**config.mk**
```make
export PLATFORM = sky130hd
export DESIGN_NAME = rr2_stream_merge
export DESIGN_NICKNAME = d
export VERILOG_FILES = /design/src/rtl/rr2_stream_merge.sv
export SDC_FILE = /design/constraint.sdc
export NUM_CORES = 1
export LEC_CHECK = 0
export BUFFER_PORTS_ARGS = -buffer_cell sky130_fd_sc_hd__buf_4
export CAP_MARGIN = 30
export CORE_AREA = 5 5 153 155
export DETAILED_ROUTE_END_ITERATION = 10
export DIE_AREA = 0 0 158 160
export PLACE_DENSITY = 0.5
export SKIP_LAST_GASP = 1
export SYNTH_ARGS = -nofsm -noshare
export SYNTH_HDL_FRONTEND = slang
export SYNTH_SLANG_ARGS = --single-unit
```
**constraint.sdc**
```tcl
create_clock -name clk -period 3.93 [get_ports clk]
set_clock_uncertainty 0.05 [all_clocks]
set_input_delay 0 -clock clk [delete_from_list [all_inputs] [get_ports clk]]
set_output_delay 0 -clock clk [all_outputs]
set_load 0.01 [all_outputs]
```
**src/rtl/rr2_stream_merge.sv**
```systemverilog
module rr2_stream_merge #(
  parameter int DATA_W = 128,
  localparam int EMPTY_W = $clog2(DATA_W/8)
) (
  input  logic               clk,
  input  logic               rst_n,
  input  logic [1:0]         en_mask,
  input  logic [DATA_W-1:0]  a0_data,
  input  logic [EMPTY_W-1:0] a0_empty,
  input  logic               a0_valid,
  output logic               a0_ready,
  input  logic [DATA_W-1:0]  a1_data,
  input  logic [EMPTY_W-1:0] a1_empty,
  input  logic               a1_valid,
  output logic               a1_ready,
  output logic [DATA_W-1:0]  m_data,
  output logic [EMPTY_W-1:0] m_empty,
  output logic               m_src,
  output logic               m_valid,
  input  logic               m_ready
);

  logic live, turn1;
  logic req0, req1, gnt0, gnt1, fire;

  assign req0 = a0_valid & en_mask[0];
  assign req1 = a1_valid & en_mask[1];
  assign gnt1 = req1 & (~req0 | turn1);
  assign gnt0 = req0 & ~gnt1;

  assign m_valid  = live & (req0 | req1);
  assign fire     = m_valid & m_ready;
  assign a0_ready = live & m_ready & gnt0;
  assign a1_ready = live & m_ready & gnt1;

  assign m_src   = gnt1;
  assign m_data  = gnt1 ? a1_data  : a0_data;
  assign m_empty = gnt1 ? a1_empty : a0_empty;

  always_ff @(posedge clk or negedge rst_n) begin
    if (!rst_n) begin
      live  <= 1'b0;
      turn1 <= 1'b0;
    end else begin
      live <= 1'b1;
      if (fire) turn1 <= gnt0;
    end
  end

endmodule

```
# After elaboration in Yosys (flattened, before gate mapping)
# Cells that the tools add are included.
[word_totals]
regBits = 2
output_inout_bits = 136
[classes]
n_mux = 2
n_bitwise = 13
[ops]
columns = ["op", "n"]
rows = [
  ["$mux 128", 1],
  ["$and 1x1->1", 9],
  ["$mux 4", 1],
  ["$not 1->1", 2],
  ["$or 1x1->1", 2],
]

# Logic depth before layout (Yosys ltp)
[logic_depth]
word_depth = 7
ltp_mapped = 5

# Worst setup path before layout
# Ideal clock, no wire load.
[synth_timing]
path_kind = "register -> output"
from = "register turn1"
to = "output m_data[100]"
arrival_ps = 1319
required_ps = 3880
path_slack_ps = 2561
stages_incl_launch_ff = 5
n_path_buf = 2
path_cell_list = "dfrtp_1 o21ai_4 buf_8 buf_12 mux2_4"
[synth_between]
elab_chain_len = 3
[synth_lines]
columns = ["element", "line", "rtl"]
rows = [
  ["start: declaration", "23", "logic live, turn1;"],
  ["start signal: assignment", "46", "if (fire) turn1 <= gnt0;"],
  ["$or 1x1->1", "28", "assign gnt1 = req1 & (~req0 | turn1);"],
  ["$and 1x1->1", "28", ""],
  ["$mux 128", "37", "assign m_data = gnt1 ? a1_data : a0_data;"],
  ["end: declaration", "16", "output logic [DATA_W-1:0] m_data,"],
]
# Every way passes these cells.

# Final worst setup path
[layout_timing]
from = "register turn1"
to = "output m_empty[3]"
[layout_between]
elab_chain_len = 3
[layout_lines]
columns = ["element", "line", "rtl"]
rows = [
  ["$or 1x1->1", "28", ""],
  ["$and 1x1->1", "28", ""],
  ["$mux 4", "38", "assign m_empty = gnt1 ? a1_empty : a0_empty;"],
  ["end: declaration", "17", "output logic [EMPTY_W-1:0] m_empty,"],
]
# Every way passes these cells.

==> results.yml <==
pwr:
  p_leak_nw: 2.96
  p_per_area_nw_per_um2: 160
  vdd_drop_max_mv: 0.129
detailed_routing:
  dr_wl_met2_um: 7910
  num_vias: 2953
  routed.top_layer: "met4"
  met1_length_um: 4740
  first_pass_iters: 4
  wl_met3_um: 1930
  drc: 0
  drtIter0Drc: 95
  via_per_inst: 3.52
  routed_wl_um: 14700
  drt.antenna.violating_nets: 0
  drt-wirelength-per-cell_um: 17.4
setup_path:
  worstPathRequired_ns: 3.88
  crit_type: "reg -> out"
  worstSetupEndpointType: "output port"
  cp-start-kind: "flop"
  crit_fanout: 77
  crit_chain: "o21ai_4 -> buf_12 -> mux2_2 -> buf_4"
  crit_slowest_cell: "dfrtp_1"
  cp.arrival_ns: 1.99
  cp_slowest_stage_delay_ns: 0.43
die:
  die_area_um2: 25300
  fp.dieW_um: 158
  core_area_um2: 21700
  io_pins: 407
  die_h_um: 160
  row_count: 54
  start_util: 0.0957
sta:
  whs_ns: 0.0626
  finalSetupViolCount: 0
  grt_setup_unrepaired: "false"
  slew_headroom: 0.596
  fin_ws_ns: 1.89
  clock.fmax_mhz: 491
  layout_min_cycle_time_ns: 2.04
  hold_viol: 0
  slew_viol_final: 0
  worstMarginPinSlew_ns: 0.605
  fin_setup_tns_ns: 0
  min_period_over_period: 0.519
synth:
  synthesis.nets: 433
  yosys_warnings: 0
  ys_seq_area_frac: 0.0241
  synthDistinctLibCells: 16
  synth_area_leaders: "mux2_4 (50%), mux2_2 (34%), buf_12 (6.8%), dfrtp_1 (2.4%), buf_4 (2.2%)"
  synth_area_per_cell_um2: 12.8
  synth.cell_area_um2: 2080
  yosysTopAreaCellShare: 0.499
  synth_top_area_cell: "mux2_4"
  synth_cells: 162
  ys_ff_latch: 2
cts:
  post_cts_buffers: 0
  cts_tree: "yes"
  cts_buffers: 3
  cts.path.max_buffers: 2
  h-tree-depth: 1
  worstSkewPairLatency_ns: 0.22
  clk_pin_slew_ns: 0.03
  cts_resized: 0
  cts-root-buf: "clkbuf_16"
  ctsHoldBuffers: 1
  cts_sinks: 2
placement:
  port_buffers: 406
  dpl.hpwl_um: 13100
  gp_congestion: 0.761
  pre_cts_ws_ns: 2.15
  place_inst: 836
run_status:
  outcome: "finished, final reports clean"
cells_and_area:
  n_antenna_cell: 0
  layout-drive-gt1-share: 0.973
  fin_util: 0.249
  instances_no_fill: 840
  fin_nets: 833
  syn_to_final_growth_pct: 160
global_route:
  grt_max_degree: 78
  grt_overflow_total: 0
  grt_pass1_vias: 3245
  grt_pass1_wl_um: 19500
  antenna_found_initial: 0
  track_usage: 0.100
hold_path:
  hp-class: "in -> reg"
job:
  maxCapViolCount: 0
[final timing paths]
kind | slack [ns] | from | cells after the start | endpoint
setup / recovery | 1.89 | turn1$_DFFE_PN0P_ | 4 | m_empty[3]
hold / removal | 0.06 | m_ready | 3 | turn1$_DFFE_PN0P_
setup reg to reg | 3.10 | live$_DFF_PN0_ | 3 | turn1$_DFFE_PN0P_
hold reg to reg | 0.56 | turn1$_DFFE_PN0P_ | 2 | turn1$_DFFE_PN0P_
max in group asynchronous | 3.66 | rst_n | 2 | live$_DFF_PN0_
min in group asynchronous | 0.08 | rst_n | 2 | turn1$_DFFE_PN0P_
[worst max-delay path: cells and delay by family, from the launching register on]
kind	cells	cell delay, ns
buf+inv	2	0.55
flops	1	0.43
mux	1	0.41
compound gates	1	0.24
[cell usage in the layout (no fill, tap or decap), drive strengths merged]
| cell type | count |
|---|---|
| inv | 1 |
| nor2 | 2 |
| nand4 | 2 |
| nand2 | 3 |
| mux2 | 132 |
| buf | 408 |
| o21ai | 2 |
| conb | 1 |
| and2 | 1 |
| clkbuf | 3 |
| a21oi | 1 |
| a21boi | 1 |
| dlygate4sd3 | 1 |
| dfrtp | 2 |
[synthesized netlist by cell type]
cell / count
mux2_2: 63
o21ai_0: 1
inv_1: 1
o21ai_4: 1
a21oi_1: 1
buf_8: 1
dfrtp_1: 2
mux2_4: 69
nor2_1: 2
conb_1: 1
buf_12: 7
buf_4: 6
nand4_1: 2
a21boi_0: 1
and2_2: 1
nand2_1: 3
[where the power goes]
group | total (mW) | internal [mW] | switching (mW)
logic | 0.683 | 0.446 | 0.236
registers | 0.0297 | 0.0242 | 0.00551
clock network | 0.151 | 0.129 | 0.0221
total | 0.864 | 0.600 | 0.264
[layer usage]
metal / vias up / track usage
li1: 1407 / -
met1: 1303 / 0.100
met2: 237 / 0.202
met3: 6 / 0.0338
met4: 0 / 0.0109
met5: - / 0
[kinds of logic (layout without fill, tap and decap cells)]
family                 count (synthesis)  after routing  share of synthesized area
flip-flops                             2              2                     0.0241
AO/OA/AOI/OAI                          4              4                     0.0163
buffers and inverters                 15            413                     0.0982
multiplexers                         132            132                      0.841
other                                  1              1                    0.00181
AND/OR/NAND/NOR                        8              8                     0.0187
[sequential cells by signal (all words and copies together), names as in the netlist]
register,flops
live,1
turn1,1
[per-stage QoR]
step / instance area, um^2 / total power, mW
floorplan: 2080 / 0.327
global placement: 5310 / 0.724
detailed placement: 5310 / 0.722
CTS: 5400 / 0.881
global route: 5400 / 0.913
finish: 5400 / 0.864
[layout make-up]
type                            instances  area (um^2)
Timing Repair Buffer                  409         3100
Tap cell                              280          350
Inverter                                1         3.75
Sequential cell                         2         50.0
Multi-Input combinational cell        145         1820
Clock buffer                            3         75.1
Fill cell                            2339        16300
Power figures use the tool's default switching activity.
